[config.mk]
export PLATFORM = sky130hd
export DESIGN_NAME = serial_rx_fifo
export DESIGN_NICKNAME = d
export VERILOG_FILES = /design/src/rtl/srx_pkg.sv /design/src/rtl/srx_sync.sv /design/src/rtl/srx_deser.sv /design/src/rtl/srx_fifo.sv /design/src/rtl/serial_rx_fifo.sv
export SDC_FILE = /design/constraint.sdc
export NUM_CORES = 1
export LEC_CHECK = 0
export ABC_AREA = 1
export BUFFER_PORTS_ARGS = -buffer_cell sky130_fd_sc_hd__buf_2
export CAP_MARGIN = 20
export CORE_AREA = 2 2 78 80
export DETAILED_ROUTE_END_ITERATION = 16
export DIE_AREA = 0 0 80 82
export PLACE_DENSITY = 0.67
export SLEW_MARGIN = 20
export SYNTH_ARGS = -nofsm -noshare
export SYNTH_HDL_FRONTEND = slang
export SYNTH_SLANG_ARGS = --single-unit
export TNS_END_PERCENT = 30
[constraint.sdc]
create_clock -name clk -period 3.6 [get_ports clk]
set_input_delay 0.36 -clock clk [delete_from_list [all_inputs] [get_ports clk]]
set_output_delay 0.36 -clock clk [all_outputs]
set_load 0.01 [all_outputs]
[src/rtl/srx_pkg.sv]
// Package: shared types for the serial receiver.
// Assumes: nothing beyond IEEE 1800-2017.
package srx_pkg;

    // Receive frame sequencer phases
    typedef enum logic [2:0] {
        PH_IDLE,
        PH_START,
        PH_DATA,
        PH_PARITY,
        PH_STOP
    } rx_phase_t;

endpackage

[src/rtl/srx_sync.sv]
// Module: two-flop synchronizer for the serial input.
// Assumes: the line idles high, so both flops reset to 1.
module srx_sync (
    input  logic clk,
    input  logic rst_n,
    input  logic din,
    output logic dout
);
    logic meta_q;
    logic sync_q;

    // Capture the asynchronous line through two flops
    always_ff @(posedge clk) begin
        if (!rst_n) begin
            meta_q <= 1'b1;
            sync_q <= 1'b1;
        end else begin
            meta_q <= din;
            sync_q <= meta_q;
        end
    end

    assign dout = sync_q;
endmodule

[src/rtl/srx_deser.sv]
// Module: frame sequencer. Finds a start bit, samples the data bits at
//         bit centres, then the optional parity bit and one stop bit, and
//         emits one push pulse per completed character.
// Assumes: sample_tick pulses OSR times per bit. The line is already
//          synchronized. Parity settings are latched at start validation.
module srx_deser
    import srx_pkg::*;
#(
    parameter int unsigned DATA_BITS = 8,
    parameter int unsigned OSR       = 16
) (
    input  logic                 clk,
    input  logic                 rst_n,
    input  logic                 enable,
    input  logic                 tick,
    input  logic                 rx,
    input  logic                 parity_on,
    input  logic                 parity_odd,
    output logic                 push,
    output logic [DATA_BITS-1:0] push_data,
    output logic                 push_perr,
    output logic                 push_ferr
);
    localparam int unsigned CNT_W = $clog2(OSR);
    localparam int unsigned BIT_W = $clog2(DATA_BITS + 1);
    localparam logic [CNT_W-1:0] MID_CNT  = CNT_W'(OSR / 2 - 1);
    localparam logic [CNT_W-1:0] LAST_CNT = CNT_W'(OSR - 1);
    localparam logic [BIT_W-1:0] LAST_BIT = BIT_W'(DATA_BITS - 1);

    rx_phase_t             phase_q;
    logic [CNT_W-1:0]      cnt_q;
    logic [BIT_W-1:0]      bit_q;
    logic [DATA_BITS-1:0]  shift_q;
    logic                  par_en_q;
    logic                  par_odd_q;
    logic                  perr_q;

    // Step the frame sequencer on each sample tick
    always_ff @(posedge clk) begin
        if (!rst_n || !enable) begin
            phase_q   <= PH_IDLE;
            cnt_q     <= '0;
            bit_q     <= '0;
            shift_q   <= '0;
            par_en_q  <= 1'b0;
            par_odd_q <= 1'b0;
            perr_q    <= 1'b0;
            push      <= 1'b0;
            push_data <= '0;
            push_perr <= 1'b0;
            push_ferr <= 1'b0;
        end else begin
            push <= 1'b0;
            if (tick) begin
                unique case (phase_q)
                    PH_IDLE: begin
                        if (!rx) begin
                            phase_q <= PH_START;
                            cnt_q   <= '0;
                        end
                    end
                    PH_START: begin
                        if (cnt_q == MID_CNT) begin
                            cnt_q <= '0;
                            if (!rx) begin
                                phase_q   <= PH_DATA;
                                bit_q     <= '0;
                                perr_q    <= 1'b0;
                                par_en_q  <= parity_on;
                                par_odd_q <= parity_odd;
                            end else begin
                                phase_q <= PH_IDLE;
                            end
                        end else begin
                            cnt_q <= cnt_q + 1'b1;
                        end
                    end
                    PH_DATA: begin
                        if (cnt_q == LAST_CNT) begin
                            cnt_q   <= '0;
                            shift_q <= {rx, shift_q[DATA_BITS-1:1]};
                            bit_q   <= bit_q + 1'b1;
                            if (bit_q == LAST_BIT)
                                phase_q <= par_en_q ? PH_PARITY : PH_STOP;
                        end else begin
                            cnt_q <= cnt_q + 1'b1;
                        end
                    end
                    PH_PARITY: begin
                        if (cnt_q == LAST_CNT) begin
                            cnt_q   <= '0;
                            perr_q  <= (^shift_q) ^ rx ^ par_odd_q;
                            phase_q <= PH_STOP;
                        end else begin
                            cnt_q <= cnt_q + 1'b1;
                        end
                    end
                    PH_STOP: begin
                        if (cnt_q == LAST_CNT) begin
                            cnt_q     <= '0;
                            push      <= 1'b1;
                            push_data <= shift_q;
                            push_perr <= par_en_q & perr_q;
                            push_ferr <= ~rx;
                            phase_q   <= PH_IDLE;
                        end else begin
                            cnt_q <= cnt_q + 1'b1;
                        end
                    end
                    default: phase_q <= PH_IDLE;
                endcase
            end
        end
    end
endmodule

[src/rtl/srx_fifo.sv]
// Module: small FIFO of characters, each stored with its parity and frame
//         error bits. Shows the head entry and drops pushes when full.
// Assumes: DEPTH >= 2. flush empties it in one cycle.
module srx_fifo #(
    parameter int unsigned WIDTH = 10,
    parameter int unsigned DEPTH = 2
) (
    input  logic             clk,
    input  logic             rst_n,
    input  logic             flush,
    input  logic             push,
    input  logic [WIDTH-1:0] push_word,
    input  logic             pop,
    output logic [WIDTH-1:0] head_word,
    output logic             not_empty,
    output logic             overrun
);
    localparam int unsigned PTR_W = $clog2(DEPTH);
    localparam int unsigned CNT_W = $clog2(DEPTH + 1);
    localparam logic [PTR_W-1:0] LAST_PTR = PTR_W'(DEPTH - 1);
    localparam logic [CNT_W-1:0] FULL_CNT = CNT_W'(DEPTH);

    logic [WIDTH-1:0] mem_q [DEPTH];
    logic [PTR_W-1:0] wptr_q;
    logic [PTR_W-1:0] rptr_q;
    logic [CNT_W-1:0] count_q;
    logic             pop_ok;
    logic             push_ok;

    // Decide which requests take effect this cycle
    always_comb begin
        pop_ok  = pop && (count_q != '0);
        push_ok = push && ((count_q != FULL_CNT) || pop_ok);
    end

    // Store accepted characters
    always_ff @(posedge clk) begin
        if (push_ok && !flush)
            mem_q[wptr_q] <= push_word;
    end

    // Move the pointers, the occupancy and the overrun flag
    always_ff @(posedge clk) begin
        if (!rst_n || flush) begin
            wptr_q  <= '0;
            rptr_q  <= '0;
            count_q <= '0;
            overrun <= 1'b0;
        end else begin
            if (push_ok)
                wptr_q <= (wptr_q == LAST_PTR) ? '0 : wptr_q + 1'b1;
            if (pop_ok)
                rptr_q <= (rptr_q == LAST_PTR) ? '0 : rptr_q + 1'b1;
            if (push_ok && !pop_ok)
                count_q <= count_q + 1'b1;
            else if (pop_ok && !push_ok)
                count_q <= count_q - 1'b1;
            if (push && !push_ok)
                overrun <= 1'b1;
            else if (pop_ok)
                overrun <= 1'b0;
        end
    end

    assign not_empty = (count_q != '0);
    assign head_word = not_empty ? mem_q[rptr_q] : '0;
endmodule

[src/rtl/serial_rx_fifo.sv]
// Module: top of the serial receive path. Chains the synchronizer, the
//         frame sequencer and the per-character status FIFO.
// Assumes: sample_tick is OSR strobes per bit. rx_enable low aborts and flushes.
module serial_rx_fifo #(
    parameter int unsigned DATA_BITS = 8,
    parameter int unsigned OSR       = 16,
    parameter int unsigned DEPTH     = 2
) (
    input  logic                 clk,
    input  logic                 rst_n,
    input  logic                 sample_tick,
    input  logic                 rx_line,
    input  logic                 rx_enable,
    input  logic                 parity_on,
    input  logic                 parity_odd,
    input  logic                 rd_pop,
    output logic [DATA_BITS-1:0] rd_data,
    output logic                 rd_valid,
    output logic                 rd_parity_err,
    output logic                 rd_frame_err,
    output logic                 overrun
);
    localparam int unsigned WORD_W = DATA_BITS + 2;

    logic                 rx_sync;
    logic                 push;
    logic [DATA_BITS-1:0] push_data;
    logic                 push_perr;
    logic                 push_ferr;
    logic [WORD_W-1:0]    head_word;

    srx_sync u_sync (
        .clk   (clk),
        .rst_n (rst_n),
        .din   (rx_line),
        .dout  (rx_sync)
    );

    srx_deser #(
        .DATA_BITS (DATA_BITS),
        .OSR       (OSR)
    ) u_deser (
        .clk        (clk),
        .rst_n      (rst_n),
        .enable     (rx_enable),
        .tick       (sample_tick),
        .rx         (rx_sync),
        .parity_on  (parity_on),
        .parity_odd (parity_odd),
        .push       (push),
        .push_data  (push_data),
        .push_perr  (push_perr),
        .push_ferr  (push_ferr)
    );

    srx_fifo #(
        .WIDTH (WORD_W),
        .DEPTH (DEPTH)
    ) u_fifo (
        .clk       (clk),
        .rst_n     (rst_n),
        .flush     (!rx_enable),
        .push      (push),
        .push_word ({push_ferr, push_perr, push_data}),
        .pop       (rd_pop),
        .head_word (head_word),
        .not_empty (rd_valid),
        .overrun   (overrun)
    );

    assign rd_data       = head_word[DATA_BITS-1:0];
    assign rd_parity_err = head_word[DATA_BITS];
    assign rd_frame_err  = head_word[DATA_BITS+1];
endmodule

==> impl_metrics.csv, run 1 <==
group,metric,value,unit
logic_synthesis,synth_edf_count,20,
power,ir_drop,0.237,mV
logic_synthesis,ys.flop_type,"dfxtp_1",
sta,tightestPinTransition,0.855,ns
worst_setup_path,worstSetupStartpointType,"flop",
sta,period_minus_slack,2.05,ns
die,core_area,0.00575,mm²
grt,grt_overflow_total,0,
detailed_routing,drc,0,
worst_setup_path,critPathCapture,"u_fifo.count_q[1]$_SDFFE_PP0P_",
worst_setup_path,cp-startpoint,"u_fifo.count_q[1]$_SDFFE_PP0P_",
logic_synthesis,async_flop_share,0,%
die,dieArea,0.00656,mm²
logic_synthesis,synth.area.top_cells,"dfxtp_1, edfxtp_1, nand2_1",
cts,htree_num_levels,3,
finish,drive_gt1_share,15.5,%
detailed_routing,wirelength,5070,µm
worst_setup_path,end_kind,"flop",
min_path,hold_class,"in -> reg",
worst_setup_path,max_stage_delay,0.59,ns
detailed_routing,first_pass_iters,4,
finish,post-route-util,55.5,%
finish,num_antenna_cells,0,
grt,grt_max_degree,32,
die,dieHeight,82,µm
finish,final_nets,386,
logic_synthesis,synth_top_area_share,29.6,%
job,max-cap-violations,0,
logic_synthesis,synth_fp_nets,361,
die,dieWidth,80,µm
sta,grt_setup_unrepaired,"no",
cts,postCtsResizedCells,0,
min_path,hold_depth,3,
status,status,"finished, final reports clean",
grt,grtUsageTotal,16.3,%
place,gp_congestion,0.836,
logic_synthesis,synth_top_cells_by_count,"nand2_1, a21oi_1, dfxtp_1, inv_1, o21ai_0",
worst_setup_path,critPathMaxFanout,12,
grt,grt_antenna_before_repair,0,
die,ios,20,
place,io_buffers,19,
logic_synthesis,seq_area_frac_synth,51.3,%
logic_synthesis,synth_warnings,0,
die,start_util,48.2,%
sta,slew_headroom,42.9,%
die,rows,28,
cts,clockRootBuffer,"clkbuf_8",
cts,cts_buffers,9,
power,power_density,474,mW/mm²
grt,grt_pass1_wl,8260,µm
place,dp_hpwl,3500,µm
cts,cts_sinks,61,
worst_setup_path,critPathSlowestCell,"nor2_1",
sta,drv_slew,0,
detailed_routing,via_per_inst,4.90,
worst_setup_path,criticalPathCategory,"reg -> reg",
sta,hold_viol,0,
sta,post-route-period-util,56.9,%
logic_synthesis,yosysMostFrequentCell,"nand2_1",
logic_synthesis,synth.largest_area_cell,"dfxtp_1",
logic_synthesis,synthCells,350,
logic_synthesis,synth_seq_cells,61,
worst_setup_path,ff2ff_path_depth,8,
sta,clock_skew,0.00912,ns
finish,area_growth,15.0,%
sta,hold_ws,0.192,ns
power,power_leakage,1.36,nW
worst_setup_path,r2r-end,"u_fifo.count_q[1]$_SDFFE_PP0P_",
worst_setup_path,required,3.82,ns
sta,max_freq,488,MHz
cts,cts_tree,"done",
cts,ctsHoldBuffers,0,
cts,clock_path_buffers,2,
cts,clk_pin_slew,0.07,ns
detailed_routing,drt-wirelength-per-cell,11.2,µm
cts,insertion_delay,0.33,ns
finish,final_area,0.00319,mm²
sta,setup_viol,0,
worst_setup_path,r2r-start,"u_fifo.count_q[1]$_SDFFE_PP0P_",
worst_setup_path,crit_chain,"nor2_1, nor2_1, inv_1, ha_1, a21oi_1, o21ai_0, o21ai_0, a21oi_1",
worst_setup_path,r2r_slack,1.55,ns
detailed_routing,postRouteAntennaNets,0,
logic_synthesis,syn-cell-area,0.00277,mm²
sta,fin_setup_tns,0,ns
logic_synthesis,ys_types,29,
detailed_routing,vias,2230,
detailed_routing,dr.first_iter.drc_count,153,
cts,post-cts-setup-buffers,0,
logic_synthesis,syn-mean-instance-area,7.91,µm²
worst_setup_path,worstPathArrival,2.27,ns
grt,grt_pass1_vias,1864,
power,power,1.51,mW
place,dpl_cell_area,0.00294,mm²
## per-stage QoR
stage | worst slack [ns] | instances
6_report | 1.55 | 455
5_1_grt | 1.33 | 455
4_1_cts | 1.56 | 455
3_5_place_dp | 1.58 | 439
3_3_place_gp | 1.67 | 439
2_1_floorplan | 1.90 | 350
## worst max-delay path: cells and delay by family (launching register included)
kind | cells | cell delay [ns]
flops | 1 | 0.34
buf+inv | 1 | 0.12
simple gates | 2 | 0.76
fa+ha+maj | 1 | 0.26
compound gates | 4 | 0.46
## cells in the final DEF, fill, tap and decap left out, drive strengths merged
cell	instances
nand4	1
buf	21
xnor2	2
nand2	90
o21ai	36
o22ai	1
or2	1
nand3	14
inv	45
bufinv	3
a21oi	48
nor3	5
edfxtp	20
clkinv	3
clkbuf	12
xor2	3
dfxtp	41
nor2	31
ha	3
## routing by layer
layer / vias to the layer above / GRT usage (%) / wire, µm
li1: 1192 / - / -
met1: 993 / 21.1 / 2420
met2: 39 / 26.2 / 2440
met3: 6 / 2.97 / 184
met4: 0 / 8.81 / 40
met5: - / 0 / 0
## layout make-up
cell class                      instances  area (µm²)
Tap cell                               75        93.8
Clock inverter                          4        95.1
Inverter                               47         178
Multi-Input combinational cell        235        1130
Fill cell                             509        2560
Timing Repair Buffer                   21         110
Sequential cell                        61        1420
Clock buffer                           12         155
## power by group
group	total [mW]	switching [mW]	leakage, nW	internal, mW
clock	0.756	0.259	0.127	0.497
sequential	0.711	0.00278	0.478	0.708
combinational	0.0431	0.0288	0.754	0.0143
total	1.51	0.291	1.36	1.22
## flip-flops by register name, summed over array words and instances, names as in the netlist, 2 cells and up, named ones only
| name | count |
|---|---|
| u_fifo.mem_q | 20 |
| u_deser.push_data | 8 |
| u_deser.shift_q | 8 |
| u_deser.bit_q | 4 |
| u_deser.cnt_q | 4 |
| u_deser.phase_q | 3 |
| u_fifo.count_q | 2 |
## how the worst min path moves through the flow
stage                             start                       end  slack, ns
3_3_place_gp   u_sync.meta_q$_SDFF_PN1_    u_sync.dout$_SDFF_PN1_       0.39
6_report                        rx_line  u_sync.meta_q$_SDFF_PN1_       0.19
5_1_grt                         rx_line  u_sync.meta_q$_SDFF_PN1_       0.20
4_1_cts                         rx_line  u_sync.meta_q$_SDFF_PN1_       0.19
2_1_floorplan  u_sync.meta_q$_SDFF_PN1_    u_sync.dout$_SDFF_PN1_       0.38
3_5_place_dp   u_sync.meta_q$_SDFF_PN1_    u_sync.dout$_SDFF_PN1_       0.41
## cell families after synthesis
kind of cell	Yosys count	synth area share (%)
buffers and inverters	54	7.77
AND/OR/NAND/NOR	142	22.4
adder cells (fa/ha/maj)	3	1.36
AO/OA/AOI/OAI	85	15.5
XOR/XNOR	5	1.58
flip-flops	61	51.3
Note: power is estimated with default switching activity, not from simulation.
==> run 2: changes to the inputs <==
--- a/config.mk
+++ b/config.mk
@@ -5,12 +5,12 @@
 export SDC_FILE = /design/constraint.sdc
 export NUM_CORES = 1
 export LEC_CHECK = 0
-export ABC_AREA = 1
+export ABC_AREA = 0
 export BUFFER_PORTS_ARGS = -buffer_cell sky130_fd_sc_hd__buf_2
 export CAP_MARGIN = 20
-export CORE_AREA = 2 2 78 80
+export CORE_AREA = 2 2 76 78
 export DETAILED_ROUTE_END_ITERATION = 16
-export DIE_AREA = 0 0 80 82
+export DIE_AREA = 0 0 78 80
 export PLACE_DENSITY = 0.67
 export SLEW_MARGIN = 20
 export SYNTH_ARGS = -nofsm -noshare
==> constraint.sdc (replaced) <==
create_clock -name clk -period 2.1 [get_ports clk]
set_input_delay 0.21 -clock clk [delete_from_list [all_inputs] [get_ports clk]]
set_output_delay 0.21 -clock clk [all_outputs]
set_load 0.01 [all_outputs]
==> impl_metrics.csv, run 2 <==
group,metric,value,unit
place,dp_hpwl,2990,µm
finish,register_area,0.00142,mm²
detailed_routing,drc,0,
detailed_routing,postRouteAntennaNets,0,
detailed_routing,drt-wirelength-per-cell,12.7,µm
job,max-cap-violations,0,
cts,cts_sinks,61,
cts,clock_path_buffers,2,
place,post-place-ws,0.0863,ns
logic_synthesis,synth_top_area_share,31.2,%
logic_synthesis,seq_area_frac_synth,54.0,%
die,rows,27,
finish,drive_gt1_share,16.7,%
detailed_routing,dr.first_iter.drc_count,65,
sta,hold_viol,0,
place,dpl_cell_area,0.00277,mm²
die,dieHeight,80,µm
cts,clk_pin_slew,0.07,ns
power,ir_drop,0.436,mV
cts,insertion_delay,0.33,ns
power,power_density,792,mW/mm²
grt,grt_pass1_vias,1622,
place,io_buffers,19,
logic_synthesis,ys.flop_type,"dfxtp_1",
logic_synthesis,synth_seq_cells,61,
worst_setup_path,criticalPathCategory,"reg -> reg",
worst_setup_path,crit_chain,"nor2_1, a21boi_0, ha_1, or3_1, a21oi_1",
die,start_util,48.7,%
finish,reg_top3,"u_fifo.mem_q: 20 flops, u_deser.push_data: 8 flops, u_deser.shift_q: 8 flops",
sta,max_freq,512,MHz
sta,drv_slew,0,
worst_setup_path,critPathSlowestCell,"a21boi_0",
place,gp_congestion,0.747,
sta,grt_setup_unrepaired,"no",
cts,cts_buffers,9,
finish,largest_register_ffs,20,
cts,post-cts-setup-buffers,0,
sta,clock_skew,0.00540,ns
worst_setup_path,required,2.36,ns
grt,grtUsageTotal,15.9,%
sta,post-route-period-util,93.0,%
finish,top_register,"u_fifo.mem_q",
finish,mostFrequentLayoutCells,"nor2_1, dfxtp_1, mux2i_1",
logic_synthesis,synth_warnings,0,
detailed_routing,wirelength,4440,µm
worst_setup_path,cp.buffers_inverters,0,
worst_setup_path,max_stage_delay,0.51,ns
cts,htree_num_levels,3,
sta,slew_headroom,59.3,%
detailed_routing,first_pass_iters,4,
logic_synthesis,synth.area.top_cells,"dfxtp_1, edfxtp_1, mux2i_1",
logic_synthesis,synth_top_cells_by_count,"nor2_1, dfxtp_1, mux2i_1, edfxtp_1, a21oi_1",
die,dieArea,0.00624,mm²
grt,grt_antenna_before_repair,0,
finish,num_antenna_cells,0,
worst_setup_path,worstPathArrival,2.22,ns
grt,grt_max_degree,37,
worst_setup_path,path_delay_family,"compound AO/OA/AOI/OAI gates",
worst_setup_path,end_kind,"flop",
logic_synthesis,syn-mean-instance-area,10.5,µm²
worst_setup_path,critPathMaxFanout,5,
status,status,"finished, final reports clean",
power,power_leakage,1.12,nW
sta,tightestPinTransition,0.605,ns
finish,multi_input_area,0.00112,mm²
finish,area_growth,13.7,%
finish,final_common_cell,"nor2_1",
grt,grt_pass1_wl,7660,µm
logic_synthesis,async_flop_share,0,%
sta,period_minus_slack,1.95,ns
die,core_area,0.00541,mm²
logic_synthesis,ys_types,41,
cts,cts_tree,"done",
sta,fin_setup_tns,0,ns
detailed_routing,via_per_inst,5.06,
logic_synthesis,synth_edf_count,20,
logic_synthesis,syn-cell-area,0.00263,mm²
die,ios,20,
finish,final_area,0.00299,mm²
finish,final_nets,282,
logic_synthesis,synth_fp_nets,261,
cts,clockRootBuffer,"clkbuf_8",
die,dieWidth,78,µm
detailed_routing,vias,1762,
finish,nFillCells,487,
sta,final.setup.worst_slack,0.148,ns
min_path,hold_class,"in -> reg",
logic_synthesis,yosysMostFrequentCell,"nor2_1",
grt,grt_overflow_total,0,
sta,setup_viol,0,
logic_synthesis,synth.largest_area_cell,"dfxtp_1",
logic_synthesis,synthCells,250,
worst_setup_path,worstSetupStartpointType,"flop",
-- run 2: power by group --
part	leakage [nW]	total, mW	internal [mW]	switching [mW]
registers	0.563	1.22	1.21	0.00328
clock network	0.107	1.11	0.661	0.452
logic	0.451	0.0401	0.0156	0.0245
-- run 2: per-layer routing --
layer | GRT usage (%) | wire length (µm) | share of wire [%] | vias up
li1 | - | - | - | 911
met1 | 20.3 | 2130 | 48 | 814
met2 | 24.5 | 2080 | 47 | 26
met3 | 3.73 | 120 | 2.7 | 11
met4 | 9.47 | 109 | 2.5 | 0
met5 | 0 | 0 | 0 | -
-- run 2: per-stage QoR --
stage / instances / utilization (%) / hold slack [ns] / total power, mW
6_report: 348 / 55.3 / 0.0548 / 2.37
3_5_place_dp: 332 / 51.3 / 0.396 / 1.28
5_1_grt: 348 / 55.3 / 0.0729 / 2.45
3_3_place_gp: 332 / 51.3 / 0.390 / 1.28
4_1_cts: 348 / 55.3 / 0.0416 / 2.39
2_1_floorplan: 250 / - / 0.283 / 1.27
-- run 2: kinds of logic after synthesis --
logic type	share of synthesized area, %
xor+xnor	5.00
compound gates	7.09
mux	11.8
buf+inv	3.47
fa+ha+maj	1.43
flops	54.0
simple gates	17.2
-- run 2: final cells by class --
class                   instances  share of cell area [%]
flip-flops and latches         61                    47.5
clock inverters                 7                    3.01
well taps                      72                    3.01
multi-input cells             171                    37.5
repair buffers                 23                    4.18
inverters                       5                   0.627
clock buffers                   9                    4.14
-- run 2: what timing repair did --
item / in CTS / in global routing
gates resized for setup: 0 / 2
hold buffers: 0 / 0
setup endpoints to repair: 0 / 4
-- run 2: worst paths after layout --
path,start,endpoint,slack [ns],depth (start not counted)
setup / recovery,u_fifo.count_q[0]$_SDFFE_PP0P_,u_fifo.count_q[1]$_SDFFE_PP0P_,0.15,5
hold / removal,rx_line,u_sync.meta_q$_SDFF_PN1_,0.05,2
setup reg to reg,u_fifo.count_q[0]$_SDFFE_PP0P_,u_fifo.count_q[1]$_SDFFE_PP0P_,0.15,5
hold reg to reg,u_sync.meta_q$_SDFF_PN1_,u_sync.dout$_SDFF_PN1_,0.42,1
